### config.mk
export PLATFORM = sky130hd
export DESIGN_NAME = sdm_channel
export DESIGN_NICKNAME = d
export VERILOG_FILES = /design/src/rtl/sdm_pkg.sv /design/src/rtl/sdm_insync.sv /design/src/rtl/sdm_sinc3.sv /design/src/rtl/sdm_clkmon.sv /design/src/rtl/sdm_channel.sv
export SDC_FILE = /design/constraint.sdc
export NUM_CORES = 1
export LEC_CHECK = 0
export ABC_AREA = 1
export BUFFER_PORTS_ARGS = -buffer_cell sky130_fd_sc_hd__buf_2
export CORE_MARGIN = 2
export CORE_UTILIZATION = 60
export DETAILED_ROUTE_END_ITERATION = 10
export PLACE_DENSITY = 0.89
export SETUP_SLACK_MARGIN = 0.02
export SYNTH_ARGS = -nofsm -noshare
export SYNTH_HDL_FRONTEND = slang
export SYNTH_SLANG_ARGS = --single-unit
### constraint.sdc
create_clock -name clk -period 5.9 [get_ports clk]
set_input_delay 1.18 -clock clk [delete_from_list [all_inputs] [get_ports clk]]
set_output_delay 1.18 -clock clk [all_outputs]
set_load 0.01 [all_outputs]
### src/rtl/sdm_pkg.sv
package sdm_pkg;
   localparam int ORDER   = 3;   // sinc order of both decimators
   localparam int OUT_W   = 16;  // formatted result width
   localparam int FLG_N   = 4;
   localparam int FLG_RDY = 0;   // new data result
   localparam int FLG_HI  = 1;   // fast path above upper limit
   localparam int FLG_LO  = 2;   // fast path below lower limit
   localparam int FLG_MF  = 3;   // modulator clock stalled
   localparam int MIN_TMO = 64;  // floor on the stall timeout
endpackage

### src/rtl/sdm_insync.sv
// Brings the modulator pins into the system domain; strobe marks a rising edge.
module sdm_insync #(
   parameter int STAGES = 2
) (
   input  logic clk,
   input  logic rst_n,
   input  logic mod_clk,
   input  logic mod_dat,
   output logic strobe,
   output logic bit_out
);
   logic [STAGES:0]   clk_q;
   logic [STAGES-1:0] dat_q;

   always_ff @(posedge clk or negedge rst_n) begin
      if (!rst_n) begin
         clk_q <= '0;
         dat_q <= '0;
      end else begin
         clk_q <= {clk_q[STAGES-1:0], mod_clk};
         dat_q <= {dat_q[STAGES-2:0], mod_dat};
      end
   end

   assign strobe  = clk_q[STAGES-1] & ~clk_q[STAGES];
   assign bit_out = dat_q[STAGES-1];
endmodule

### src/rtl/sdm_sinc3.sv
// Wrapping integrators at the bit rate, differentiators at the decimated rate.
module sdm_sinc3 #(
   parameter int OSR   = 128,
   parameter int ACC_W = sdm_pkg::ORDER * $clog2(OSR) + 2
) (
   input  logic                    clk,
   input  logic                    rst_n,
   input  logic                    run,
   input  logic                    strobe,
   input  logic                    bit_in,
   output logic                    fire,
   output logic signed [ACC_W-1:0] value
);
   localparam int CNT_W = $clog2(OSR);
   localparam logic [CNT_W-1:0] LAST = CNT_W'(OSR - 1);

   logic [CNT_W-1:0]        phase;
   logic signed [ACC_W-1:0] x;

   assign x    = bit_in ? ACC_W'(1) : '1;
   assign fire = run & strobe & (phase == LAST);

   always_ff @(posedge clk or negedge rst_n) begin
      if (!rst_n)      phase <= '0;
      else if (!run)   phase <= '0;
      else if (strobe) phase <= phase + 1'b1;
   end

   for (genvar g = 0; g < sdm_pkg::ORDER; g++) begin : g_int
      logic signed [ACC_W-1:0] acc;
      logic signed [ACC_W-1:0] feed;
      if (g == 0) begin : g_first
         assign feed = x;
      end else begin : g_next
         assign feed = g_int[g-1].acc;
      end
      always_ff @(posedge clk or negedge rst_n) begin
         if (!rst_n)      acc <= '0;
         else if (!run)   acc <= '0;
         else if (strobe) acc <= acc + feed;
      end
   end

   for (genvar g = 0; g < sdm_pkg::ORDER; g++) begin : g_cmb
      logic signed [ACC_W-1:0] cin;
      logic signed [ACC_W-1:0] dly;
      logic signed [ACC_W-1:0] dif;
      if (g == 0) begin : g_first
         assign cin = g_int[sdm_pkg::ORDER-1].acc;
      end else begin : g_next
         assign cin = g_cmb[g-1].dif;
      end
      assign dif = cin - dly;
      always_ff @(posedge clk or negedge rst_n) begin
         if (!rst_n)    dly <= '0;
         else if (!run) dly <= '0;
         else if (fire) dly <= cin;
      end
   end

   assign value = g_cmb[sdm_pkg::ORDER-1].dif;
endmodule

### src/rtl/sdm_clkmon.sv
// Counts system clocks since the last modulator edge.
module sdm_clkmon #(
   parameter int TMO_W = 16
) (
   input  logic             clk,
   input  logic             rst_n,
   input  logic             run,
   input  logic             strobe,
   input  logic [TMO_W-1:0] tmo,
   output logic             stalled
);
   localparam int CW = TMO_W + 1;

   logic [CW-1:0] cnt;
   logic [CW-1:0] limit;

   assign limit   = (tmo < TMO_W'(sdm_pkg::MIN_TMO)) ? CW'(sdm_pkg::MIN_TMO) : CW'(tmo);
   assign stalled = run & (cnt > limit);

   always_ff @(posedge clk or negedge rst_n) begin
      if (!rst_n)              cnt <= '0;
      else if (!run || strobe) cnt <= '0;
      else if (cnt != '1)      cnt <= cnt + 1'b1;
   end
endmodule

### src/rtl/sdm_channel.sv
module sdm_channel #(
   parameter int DATA_OSR    = 128,
   parameter int CMP_OSR     = 32,
   parameter int OUT_SHIFT   = 8,
   parameter int TH_W        = 16,
   parameter int TMO_W       = 16,
   parameter int SYNC_STAGES = 2
) (
   input  logic                          clk,
   input  logic                          rst_n,
   input  logic                          mod_clk,
   input  logic                          mod_dat,
   input  logic                          chan_en,
   input  logic                          master_en,
   input  logic signed [TH_W-1:0]        cmp_hi,
   input  logic signed [TH_W-1:0]        cmp_lo,
   input  logic [TMO_W-1:0]              fail_tmo,
   input  logic [sdm_pkg::FLG_N-1:0]     irq_en,
   input  logic                          master_irq_en,
   input  logic [sdm_pkg::FLG_N-1:0]     flag_clr,
   output logic signed [sdm_pkg::OUT_W-1:0] result,
   output logic [sdm_pkg::FLG_N-1:0]     flags,
   output logic                          irq
);
   import sdm_pkg::*;

   localparam int DACC_W = ORDER * $clog2(DATA_OSR) + 2;
   localparam int CACC_W = ORDER * $clog2(CMP_OSR) + 2;

   // elaboration-time parameter checks
   if (DATA_OSR < 4 || (DATA_OSR & (DATA_OSR - 1)) != 0) begin : g_bad_dosr
      $error("DATA_OSR must be a power of two of at least 4");
   end
   if (CMP_OSR < 4 || (CMP_OSR & (CMP_OSR - 1)) != 0) begin : g_bad_cosr
      $error("CMP_OSR must be a power of two of at least 4");
   end
   if (DACC_W > 32 || CACC_W > 32 || TH_W > 32) begin : g_bad_w
      $error("accumulator or limit width exceeds 32 bits");
   end
   if (SYNC_STAGES < 2) begin : g_bad_sync
      $error("SYNC_STAGES must be at least 2");
   end
   if (OUT_SHIFT < 0 || OUT_SHIFT >= DACC_W) begin : g_bad_shift
      $error("OUT_SHIFT out of range");
   end

   logic run, strobe, sbit;
   logic dfire, cfire, stalled;
   logic signed [DACC_W-1:0] dval;
   logic signed [CACC_W-1:0] cval;
   logic signed [OUT_W-1:0]  fmt;
   int                       shifted;
   logic [FLG_N-1:0]         set_v;

   assign run = chan_en & master_en;

   sdm_insync #(.STAGES(SYNC_STAGES)) u_sync (
      .clk(clk), .rst_n(rst_n), .mod_clk(mod_clk), .mod_dat(mod_dat),
      .strobe(strobe), .bit_out(sbit)
   );

   sdm_sinc3 #(.OSR(DATA_OSR), .ACC_W(DACC_W)) u_dflt (
      .clk(clk), .rst_n(rst_n), .run(run), .strobe(strobe), .bit_in(sbit),
      .fire(dfire), .value(dval)
   );

   sdm_sinc3 #(.OSR(CMP_OSR), .ACC_W(CACC_W)) u_cflt (
      .clk(clk), .rst_n(rst_n), .run(run), .strobe(strobe), .bit_in(sbit),
      .fire(cfire), .value(cval)
   );

   sdm_clkmon #(.TMO_W(TMO_W)) u_mon (
      .clk(clk), .rst_n(rst_n), .run(run), .strobe(strobe), .tmo(fail_tmo),
      .stalled(stalled)
   );

   assign shifted = int'(dval) >>> OUT_SHIFT;

   if (DACC_W - OUT_SHIFT > OUT_W) begin : g_sat
      always_comb begin
         if (shifted > 32767)       fmt = 16'sh7FFF;
         else if (shifted < -32768) fmt = 16'sh8000;
         else                       fmt = OUT_W'(shifted);
      end
   end else begin : g_ext
      assign fmt = OUT_W'(shifted);
   end

   always_comb begin
      set_v          = '0;
      set_v[FLG_RDY] = dfire;
      set_v[FLG_HI]  = cfire && (int'(cval) > int'(cmp_hi));
      set_v[FLG_LO]  = cfire && (int'(cval) < int'(cmp_lo));
      set_v[FLG_MF]  = stalled;
   end

   always_ff @(posedge clk or negedge rst_n) begin
      if (!rst_n) begin
         result <= '0;
         flags  <= '0;
      end else begin
         if (dfire) result <= fmt;
         flags <= (flags & ~flag_clr) | set_v;
      end
   end

   assign irq = master_irq_en & |(flags & irq_en);
endmodule

==> impl_metrics.json, run 1 <==
{
  "grt.total_usage_pct": 26.43,
  "areaGrowthSynthToFinish_pct": 8.622,
  "power_leakage_nw": 13.52,
  "syn-instance-count": 3108,
  "root_buffer": "clkbuf_16",
  "post_cts_buffers": 0,
  "status": "complete, no violations",
  "synth-seq-cells": 293,
  "cts_tree": "done",
  "route.met3.wl_mm": 2.766,
  "synth_area_um2": 23360,
  "netlist-cell-type-count": 65,
  "die_area_um2": 40530,
  "holdBufCountCts": 0,
  "htreeDepth": 1,
  "drive_above_1_share_pct": 7.431,
  "start_kind": "flop",
  "cts.clk_slew.worst_paths_ns": 0.07,
  "seq_area_frac_synth_pct": 31.38,
  "ant_nets": 0,
  "r2r-end": "flags[2]$_DFF_PN0_",
  "slew_headroom_pct": 26.72,
  "ys_warn_count": 0,
  "drt-total-wl_mm": 53.78,
  "rows": 72,
  "cp_max_fo": 6,
  "crit_path_frequent_cell": "nand2_1",
  "grt_antenna_before_repair": 0,
  "startpoint": "u_cflt.g_cmb[0].cin[4]$_DFFE_PN0N_",
  "top_layer_used": "met4",
  "fin_ws_ns": 0.4877,
  "async_reset_ff_share_pct": 100.0,
  "syn_area_per_cell_um2": 7.517,
  "hold_viol": 0,
  "reg2reg_from": "u_cflt.g_cmb[0].cin[4]$_DFFE_PN0N_",
  "dr.pass1.iters": 7,
  "overflow": 0,
  "cts_resized": 0,
  "final_cell_mix": "664 x nand2_1, 442 x inv_1, 293 x dfrtp_1",
  "synth_top_area_cell": "dfrtp_1",
  "final_common_cell": "nand2_1",
  "finalCriticalPeriod_ns": 5.412,
  "synth-main-ff-cell": "dfrtp_1",
  "antenna_cells": 0,
  "nNetsFinal": 3533,
  "dp_hpwl_mm": 38.53,
  "worst_pin_slew_ns": 1.098,
  "clock-sinks": 293,
  "vias": 21200,
  "fillers": 3027,
  "cp.required_ns": 6.34,
  "first_iter_violations": 1499,
  "boundaryPins": 84,
  "max_freq_mhz": 184.8,
  "grt_max_degree": 113,
  "cts_made_buffers": 31,
  "fin_skew_ns": 0.01333,
  "rsz0062_at_grt": "no",
  "cts_max_path_buffers": 3,
  "met2WireLength_mm": 26.18,
  "drc": 0,
  "power_density_nw_per_um2": 183.1,
  "routedWlPerCell_um": 14.45,
  "syn_nets": 3461,
  "cpMaxStageDelayCell": "ha_1",
  "clkLatencyLatePin_ns": 0.58,
  "grt_pass1_vias": 20640,
  "hold_depth": 0,
  "wl_met1_mm": 23.27,
  "crit_type": "flop to flop",
  "io_buffer_count": 83,
  "hp-class": "flop to flop",
  "crit_path_end_kind": "flop",
  "vias_per_cell": 5.697,
  "r2r_cells": 32,
  "initial_utilization_pct": 60.60,
  "regToRegSetupSlack_ns": 0.49,
  "die-width_um": 201.3,
  "yosys-top-cells-area": "dfrtp_1 31%, ha_1 15%, nand2_1 11%",
  "grt_first_pass_wirelength_mm": 92.43,
  "slew_violations": 0,
  "cpPeakStageDelay_ns": 0.43,
  "maxCapViolations": 0,
  "preCtsSetupSlack_ns": 0.5108,
  "setup_viol": 0,
  "synth_enable_flop_cells": 0,
  "arrival_ns": 5.85,
  "synth_top_cell_area_share_pct": 31.38,
  "ir_worst_vdd_mv": 0.2135,
  "die_h_um": 201.3,
  "crit_end": "flags[2]$_DFF_PN0_",
  "core_area_um2": 38560,
  "fin_crit_sh_pct": 91.73,
  "fin_tns_setup_ns": 0,
  "place.gp.congestion": 0.9651
}
-- layer usage --
metal / GRT usage, % / vias up
li1: - / 10630
met1: 33.10 / 9822
met4: 9.034 / 0
met3: 2.689 / 116
met2: 47.54 / 630
met5: 0 / -
-- synthesized netlist by cell type, types with 3 or more instances --
cell type  number
o31ai_1        17
inv_1         442
a31oi_1        18
ha_1          279
o211ai_1       10
a22o_1          6
nor2_2         10
o21ai_0       233
a21boi_0        6
or2_0           3
buf_2          21
a211oi_1        4
fa_1           11
clkbuf_1       27
a221oi_1        3
a21oi_2        13
nor2_1        163
a21o_1         25
a21oi_1       275
o21ai_2        13
nand3_1       125
nand3_2         6
and2_1          7
nor3_1         29
o21ai_1        38
dfrtp_1       293
xor2_1         87
buf_1           4
nand2_2        14
or2_2          10
nor4_1         11
inv_2           8
o22ai_1        75
nand4_1        33
o21bai_1       15
o21a_1          9
nor2_4          3
nand2_1       664
o2111ai_1       6
xnor2_1        49
buf_6           3
nand3b_1       10
-- layout make-up --
type	count	area (um^2)	share of cell area (%)
multi-input cells	2308	14100	55.55
well taps	518	648.1	2.554
flip-flops and latches	293	7332	28.89
clock buffers	43	920.9	3.629
clock inverters	13	171.4	0.6754
inverters	451	1693	6.671
repair buffers	95	515.5	2.031
-- critical path: cells and delay by family (launching register included) --
family,cells,cell delay (ns)
xor+xnor,4,0.64
buf+inv,3,0.21
flops,1,0.41
fa+ha+maj,4,1.42
compound gates,8,1.37
simple gates,13,1.24
-- worst min path at each step --
stage / endpoint / startpoint / slack [ns]
6_report: u_sync.dat_q[1]$_DFF_PN0_ / u_sync.dat_q[0]$_DFF_PN0_ / 0.35
5_1_grt: u_sync.clk_q[1]$_DFF_PN0_ / u_sync.clk_q[0]$_DFF_PN0_ / 0.36
3_3_place_gp: u_sync.dat_q[1]$_DFF_PN0_ / u_sync.dat_q[0]$_DFF_PN0_ / 0.33
4_1_cts: u_sync.dat_q[1]$_DFF_PN0_ / u_sync.dat_q[0]$_DFF_PN0_ / 0.35
2_1_floorplan: u_sync.clk_q[1]$_DFF_PN0_ / u_sync.clk_q[0]$_DFF_PN0_ / 0.33
3_5_place_dp: u_sync.dat_q[1]$_DFF_PN0_ / u_sync.dat_q[0]$_DFF_PN0_ / 0.33
-- sequential cells by signal (all words and copies together) (netlist names), 5 cells and up --
signal,flops
u_cflt.g_cmb.cin,17
result,15
u_mon.cnt,17
u_dflt.phase,7
u_dflt.g_cmb.cin,23
u_dflt.g_cmb.dly,69
u_dflt.g_int.acc,46
u_cflt.phase,5
u_cflt.g_int.acc,34
u_cflt.g_cmb.dly,51
-- per-stage QoR --
stage	utilization (%)	std cells	hold slack, ns	total power, mW	area [um^2]
6_report	65.82	3721	0.3473	4.648	25380
5_1_grt	65.82	3721	0.3630	4.829	25380
4_1_cts	65.80	3721	0.3481	4.671	25370
3_5_place_dp	62.96	3665	0.3347	2.589	24280
3_3_place_gp	62.96	3665	0.3325	2.576	24280
2_1_floorplan	-	3108	0.3312	2.435	23360
-- power by group --
| part | internal, mW | switching, mW | total [mW] |
|---|---|---|---|
| clock network | 1.26 | 0.831 | 2.09 |
| logic | 0.183 | 0.342 | 0.525 |
| registers | 2.02 | 0.0136 | 2.04 |
| total | 3.46 | 1.19 | 4.65 |
-- logic make-up after synthesis --
group	share of synthesized area, %
buf+inv	8.370
xor+xnor	5.098
flops	31.38
fa+ha+maj	15.88
compound gates	19.37
simple gates	19.90
No activity file was read; power rests on OpenSTA's default activity.
==> inputs of run 2 (changes only) <==
--- a/config.mk
+++ b/config.mk
@@ -10,7 +10,7 @@
 export CORE_MARGIN = 2
 export CORE_UTILIZATION = 60
 export DETAILED_ROUTE_END_ITERATION = 10
-export PLACE_DENSITY = 0.89
+export PLACE_DENSITY = 0.75
 export SETUP_SLACK_MARGIN = 0.02
 export SYNTH_ARGS = -nofsm -noshare
 export SYNTH_HDL_FRONTEND = slang
==> run 2 against run 1 <==
Final cell count grew 0.13%. Die area is the same. Global-route usage rose by 2.0 points.
==> impl_metrics.json, run 2 (synthesized netlist as in run 1, its figures left out) <==
{
  "root_buffer": "clkbuf_16",
  "hp-class": "flop to flop",
  "fin_tns_setup_ns": 0,
  "cpPeakStageDelay_ns": 0.44,
  "rsz0062_at_grt": "yes",
  "dr.pass1.iters": 6,
  "grt_max_degree": 108,
  "reg.largest.list": "u_dflt.g_cmb.dly (69), u_cflt.g_cmb.dly (51), u_dflt.g_int.acc (46)",
  "core_area_um2": 38560,
  "die_h_um": 201.3,
  "multi_input_area_um2": 14140,
  "grt.total_usage_pct": 28.44,
  "start_kind": "flop",
  "vias_per_cell": 5.645,
  "die_area_um2": 40530,
  "nNetsFinal": 3538,
  "power_leakage_nw": 13.57,
  "arrival_ns": 5.83,
  "htreeDepth": 2,
  "cp.required_ns": 6.30,
  "slew_violations": 0,
  "cts_made_buffers": 36,
  "grt_pass1_vias": 20750,
  "grt_first_pass_wirelength_mm": 97.32,
  "preCtsSetupSlack_ns": 0.4674,
  "cts_tree": "done",
  "fin_skew_ns": 0.02279,
  "setup_viol": 0,
  "crit_path_frequent_cell": "nand2_1",
  "hold_viol": 0,
  "maxCapViolations": 0,
  "cp_max_fo": 6,
  "overflow": 0,
  "ir_worst_vdd_mv": 0.2201,
  "fillers": 3335,
  "top_register": "u_dflt.g_cmb.dly",
  "place.gp.congestion": 0.9139,
  "finalCriticalPeriod_ns": 5.425,
  "worst_pin_slew_ns": 1.112,
  "largest_reg_flops": 69,
  "clkLatencyLatePin_ns": 0.56,
  "slew_headroom_pct": 25.73,
  "final_common_cell": "nand2_1",
  "drt-total-wl_mm": 57.25,
  "io_buffer_count": 83,
  "drc": 0,
  "power_density_nw_per_um2": 188.0,
  "seq_area_um2": 7332,
  "cts_max_path_buffers": 3,
  "status": "complete, no violations",
  "cpMaxStageDelayCell": "fa_1",
  "crit_path_end_kind": "flop",
  "routedWlPerCell_um": 15.37,
  "die-width_um": 201.3,
  "final_cell_mix": "664 x nand2_1, 442 x inv_1, 293 x dfrtp_1",
  "clock-sinks": 293,
  "cts.clk_slew.worst_paths_ns": 0.06,
  "rows": 72,
  "crit_type": "flop to flop",
  "areaGrowthSynthToFinish_pct": 9.195,
  "antenna_cells": 0,
  "initial_utilization_pct": 60.60,
  "max_freq_mhz": 184.3,
  "grt_antenna_before_repair": 0,
  "first_iter_violations": 1267,
  "vias": 21030,
  "fin_ws_ns": 0.4747,
  "fin_crit_sh_pct": 91.95,
  "dp_hpwl_mm": 42.26,
  "ant_nets": 0,
  "holdBufCountCts": 0,
  "drive_above_1_share_pct": 7.575,
  "boundaryPins": 84
}
## run 2: cell type report
| type | count | share of cell area, % |
|---|---|---|
| flip-flops and latches | 293 | 28.74 |
| clock inverters | 11 | 0.5395 |
| inverters | 451 | 6.636 |
| clock buffers | 50 | 4.056 |
| repair buffers | 95 | 2.070 |
| multi-input cells | 2308 | 55.42 |
| well taps | 518 | 2.540 |
## run 2: worst paths after layout
path                                                  endpoint                          startpoint  cells past startpoint  slack [ns]
max                                         flags[2]$_DFF_PN0_  u_cflt.g_cmb[0].cin[0]$_DFFE_PN0N_                     32        0.47
min                                  u_sync.clk_q[1]$_DFF_PN0_           u_sync.clk_q[0]$_DFF_PN0_                      0        0.34
max reg2reg                                 flags[2]$_DFF_PN0_  u_cflt.g_cmb[0].cin[0]$_DFFE_PN0N_                     32        0.47
min reg2reg                          u_sync.clk_q[1]$_DFF_PN0_           u_sync.clk_q[0]$_DFF_PN0_                      0        0.34
max in group asynchronous   u_dflt.g_int[0].acc[8]$_DFFE_PN0N_                               rst_n                      2        4.14
min in group asynchronous  u_cflt.g_cmb[2].dly[11]$_DFFE_PN0P_                               rst_n                      1        0.63
## run 2: repair_timing
| item | CTS | global route |
|---|---|---|
| endpoints found under the setup margin | 0 | 2 |
| buffers inserted | 0 | 1 |
| resized for setup | 0 | 9 |
## run 2: through the flow
stage          utilization, %  total power [mW]  area (um^2)  instances  hold WS (ns)
3_5_place_dp            62.98             2.607        24280       3664        0.3365
5_1_grt                 66.17             4.991        25510       3726        0.3561
3_3_place_gp            62.98             2.591        24280       3664        0.3334
2_1_floorplan               -             2.435        23360       3108        0.3312
6_report                66.17             4.797        25510       3726        0.3441
4_1_cts                 66.02             4.844        25450       3725        0.3466
## run 2: power breakdown
part	total, mW	internal, mW	switching, mW
Combinational	0.539	0.186	0.354
Sequential	2.04	2.02	0.0147
Clock	2.22	1.35	0.868
## run 2: metal layers
metal	vias to the layer above	GRT usage (%)	part of all wire, %
met5	-	0	0
met2	477	49.06	48
met3	103	2.948	4.2
met4	0	9.060	2.5
met1	9820	37.58	46
li1	10630	-	-
## run 2: worst max-delay path: cells and delay by family (launching register included)
kind | cells | cell delay (ns)
DFF | 1 | 0.36
AOI/OAI and AO/OA | 10 | 1.39
and+or+nand+nor | 11 | 0.93
buffers and inverters | 2 | 0.11
adders and majority gates | 5 | 1.68
xor gates and xnor gates | 4 | 0.80
==> inputs of run 3 (changes only) <==
--- a/config.mk
+++ b/config.mk
@@ -5,10 +5,11 @@
 export SDC_FILE = /design/constraint.sdc
 export NUM_CORES = 1
 export LEC_CHECK = 0
-export ABC_AREA = 1
 export BUFFER_PORTS_ARGS = -buffer_cell sky130_fd_sc_hd__buf_2
+export CORE_ASPECT_RATIO = 0.75
 export CORE_MARGIN = 2
 export CORE_UTILIZATION = 60
+export CTS_BUF_LIST = sky130_fd_sc_hd__clkbuf_4 sky130_fd_sc_hd__clkbuf_8
 export DETAILED_ROUTE_END_ITERATION = 10
 export PLACE_DENSITY = 0.75
 export SETUP_SLACK_MARGIN = 0.02
==> run 3 against run 2 <==
Sequential share of layout area grew 0.99 points. Clock-buffer cell count grew 27. Final cell count shrank 15%. Critical path depth shrank 9. Clock power shrank 13%. Critical endpoint is now flags[1]$_DFF_PN0_.
==> impl_metrics.json, run 3 <==
{
  "holdBufCountCts": 0,
  "first_iter_violations": 1256,
  "htreeDepth": 2,
  "cpPeakStageDelay_ns": 0.41,
  "seq_area_frac_synth_pct": 33.23,
  "syn-instance-count": 2568,
  "final_cell_mix": "368 x nand2_1, 292 x dfrtp_1, 269 x ha_1",
  "root_buffer": "clkbuf_8",
  "place.gp.congestion": 0.9063,
  "drive_above_1_share_pct": 11.71,
  "ys_warn_count": 0,
  "antenna_cells": 0,
  "fin_area_um2": 24670,
  "dp_hpwl_mm": 35.09,
  "fin_skew_ns": 0.02069,
  "drt-total-wl_mm": 51.09,
  "finalCriticalPeriod_ns": 5.752,
  "syn_area_per_cell_um2": 8.592,
  "netlist-cell-type-count": 72,
  "grt.total_usage_pct": 26.02,
  "initial_utilization_pct": 61.23,
  "slew_violations": 0,
  "multi_input_area_um2": 14040,
  "startpoint": "u_cflt.g_cmb[0].dly[0]$_DFFE_PN0P_",
  "drc": 0,
  "vias_per_cell": 5.901,
  "grt_max_degree": 148,
  "cpMaxStageDelayCell": "dfrtp_1",
  "boundaryPins": 84,
  "cts_max_path_buffers": 3,
  "top_register": "u_dflt.g_cmb.dly",
  "r2r-end": "flags[1]$_DFF_PN0_",
  "hold_viol": 0,
  "fillers": 2757,
  "worst_pin_slew_ns": 1.003,
  "reg2reg_from": "u_cflt.g_cmb[0].dly[0]$_DFFE_PN0P_",
  "grt_pass1_vias": 17840,
  "maxCapViolations": 0,
  "crit_end": "flags[1]$_DFF_PN0_",
  "overflow": 0,
  "cts_made_buffers": 50,
  "rows": 60,
  "synth-seq-cells": 293,
  "dr.pass1.iters": 5,
  "cp_max_fo": 5,
  "yosysMostFrequentCell": "nand2_1",
  "rsz0062_at_grt": "yes",
  "areaGrowthSynthToFinish_pct": 11.80,
  "synth_enable_flop_cells": 0,
  "ir_worst_vdd_mv": 0.1609,
  "regToRegSetupSlack_ns": 0.15,
  "hold-worst-slack_ns": 0.3454,
  "r2r_cells": 23,
  "arrival_ns": 6.20,
  "ant_nets": 0,
  "final_core_util_pct": 68.45,
  "crit_path_frequent_cell": "ha_1",
  "synth_top_area_cell": "dfrtp_1",
  "clkLatencyLatePin_ns": 0.60,
  "start_kind": "flop",
  "status": "complete, no violations",
  "fin_crit_sh_pct": 97.49,
  "crit_type": "flop to flop",
  "setup_viol": 0,
  "crit_path_end_kind": "flop",
  "slew_headroom_pct": 32.97,
  "cp.required_ns": 6.34,
  "grt_antenna_before_repair": 0,
  "hp-class": "flop to flop",
  "yosys-top-cells-area": "dfrtp_1 33%, ha_1 16%, nand2_1 6.3%",
  "syn_nets": 2921,
  "path_cells": "ha_4, fa_2, buf_4, xnor2_2, ha_1, nor2b_1, o31a_1, o211ai_1, nand2_2, a311oi_2, xnor2_1, ha_1, or3_1, o21ai_0, a21oi_2, a311o_1, xor2_1, ha_1, a21o_1, a211oi_1, o21ai_0, a31oi_1, o22ai_1",
  "largest_reg_flops": 69,
  "final_common_cell": "nand2_1",
  "die_area_um2": 38340,
  "stdcell_count": 3173,
  "nNetsFinal": 3029,
  "place_inst": 3059,
  "place_area_um2": 23000,
  "holdCritStartpoint": "u_sync.dat_q[0]$_DFF_PN0_",
  "clock-sinks": 293,
  "max_freq_mhz": 173.9,
  "yosys-top-cells-count": "370 x nand2_1, 293 x dfrtp_1, 279 x ha_1",
  "async_reset_ff_share_pct": 100.0,
  "power_density_nw_per_um2": 214.5,
  "die_h_um": 170.1,
  "core_area_um2": 36030,
  "power_mw": 5.290,
  "cts_tree": "done",
  "synth-main-ff-cell": "dfrtp_1",
  "synth_area_um2": 22060,
  "io_buffer_count": 83,
  "routedWlPerCell_um": 16.10,
  "seq_area_um2": 7333,
  "synth_top_cell_area_share_pct": 33.23,
  "vias": 18720,
  "grt_first_pass_wirelength_mm": 83.97,
  "cts.clk_slew.worst_paths_ns": 0.07,
  "reg.largest.list": "u_dflt.g_cmb.dly (69), u_cflt.g_cmb.dly (51), u_dflt.g_int.acc (46)",
  "power_leakage_nw": 11.80,
  "die-width_um": 225.4
}
==> run 3: changes by cell type in the layout (fill, tap and decap cells not counted), sizes merged, moves of 72 or more <==
cell and change:
nand3 -77, a21oi -72, nand2 -308, o21ai -149
o22ai -72, inv -238, xnor2 +78, o31ai +91
==> run 3: cells by family (layout without fill, tap and decap cells) <==
family          count (synthesis)  after routing  synth area share [%]
compound gates                730            730                 21.26
mux                             6              6                0.2779
fa+ha+maj                     290            290                 16.82
simple gates                  743            743                 15.07
flops                         293            293                 33.23
xor+xnor                      208            208                 8.257
buf+inv                       298            438                 5.087
==> run 3: per-stage QoR <==
step / worst slack, ns / TNS [ns]
finish: 0.1480 / 0
global route: -0.1007 / -0.2640
CTS: 0.01243 / 0
detailed placement: -0.1430 / -0.2143
global placement: 0.07705 / 0
floorplan: 0.2537 / 0
==> run 3: cell type report <==
class,instances,share of cell area [%]
multi-input combinational,1977,56.93
sequential,293,29.73
clock buffer,77,3.941
timing repair buffer,140,3.525
inverter,214,3.257
tap,465,2.359
clock inverter,7,0.2536
==> run 3: timing repair <==
action	in CTS	in global routing
gates resized for setup	6	86
hold endpoints to repair	0	0
buffers inserted	2	28
cloned	0	0
pin swaps	8	76
setup endpoints to repair	4	7
==> run 3: critical path: cells and delay by family, from the launching register on <==
kind	cells	cell delay, ns
adder cells (fa/ha/maj)	5	1.49
XOR/XNOR	3	0.60
AND/OR/NAND/NOR	3	0.67
buffers and inverters	1	0.16
AO/OA/AOI/OAI	11	2.29
flip-flops	1	0.41
==> run 3: how the worst min path moves through the flow <==
stage	endpoint	slack, ns	cells past startpoint
after CTS	u_sync.dat_q[1]$_DFF_PN0_	0.35	0
after global routing	u_sync.dat_q[1]$_DFF_PN0_	0.35	0
final	u_sync.dat_q[1]$_DFF_PN0_	0.35	0
after floorplan	u_sync.clk_q[1]$_DFF_PN0_	0.33	0
after global placement	u_sync.dat_q[1]$_DFF_PN0_	0.33	0
after detailed placement	u_sync.dat_q[1]$_DFF_PN0_	0.33	0
==> run 3: per-layer routing <==
layer	share of wire (%)	global-route usage (%)
met1	49	36.52
met2	44	42.36
met3	5.1	3.626
met4	2.1	6.939
met5	0	0
==> run 3: report_power, final <==
| part | switching, mW | internal (mW) |
|---|---|---|
| clock | 0.862 | 1.08 |
| combinational | 0.724 | 0.583 |
| sequential | 0.0163 | 2.02 |
| total | 1.60 | 3.69 |
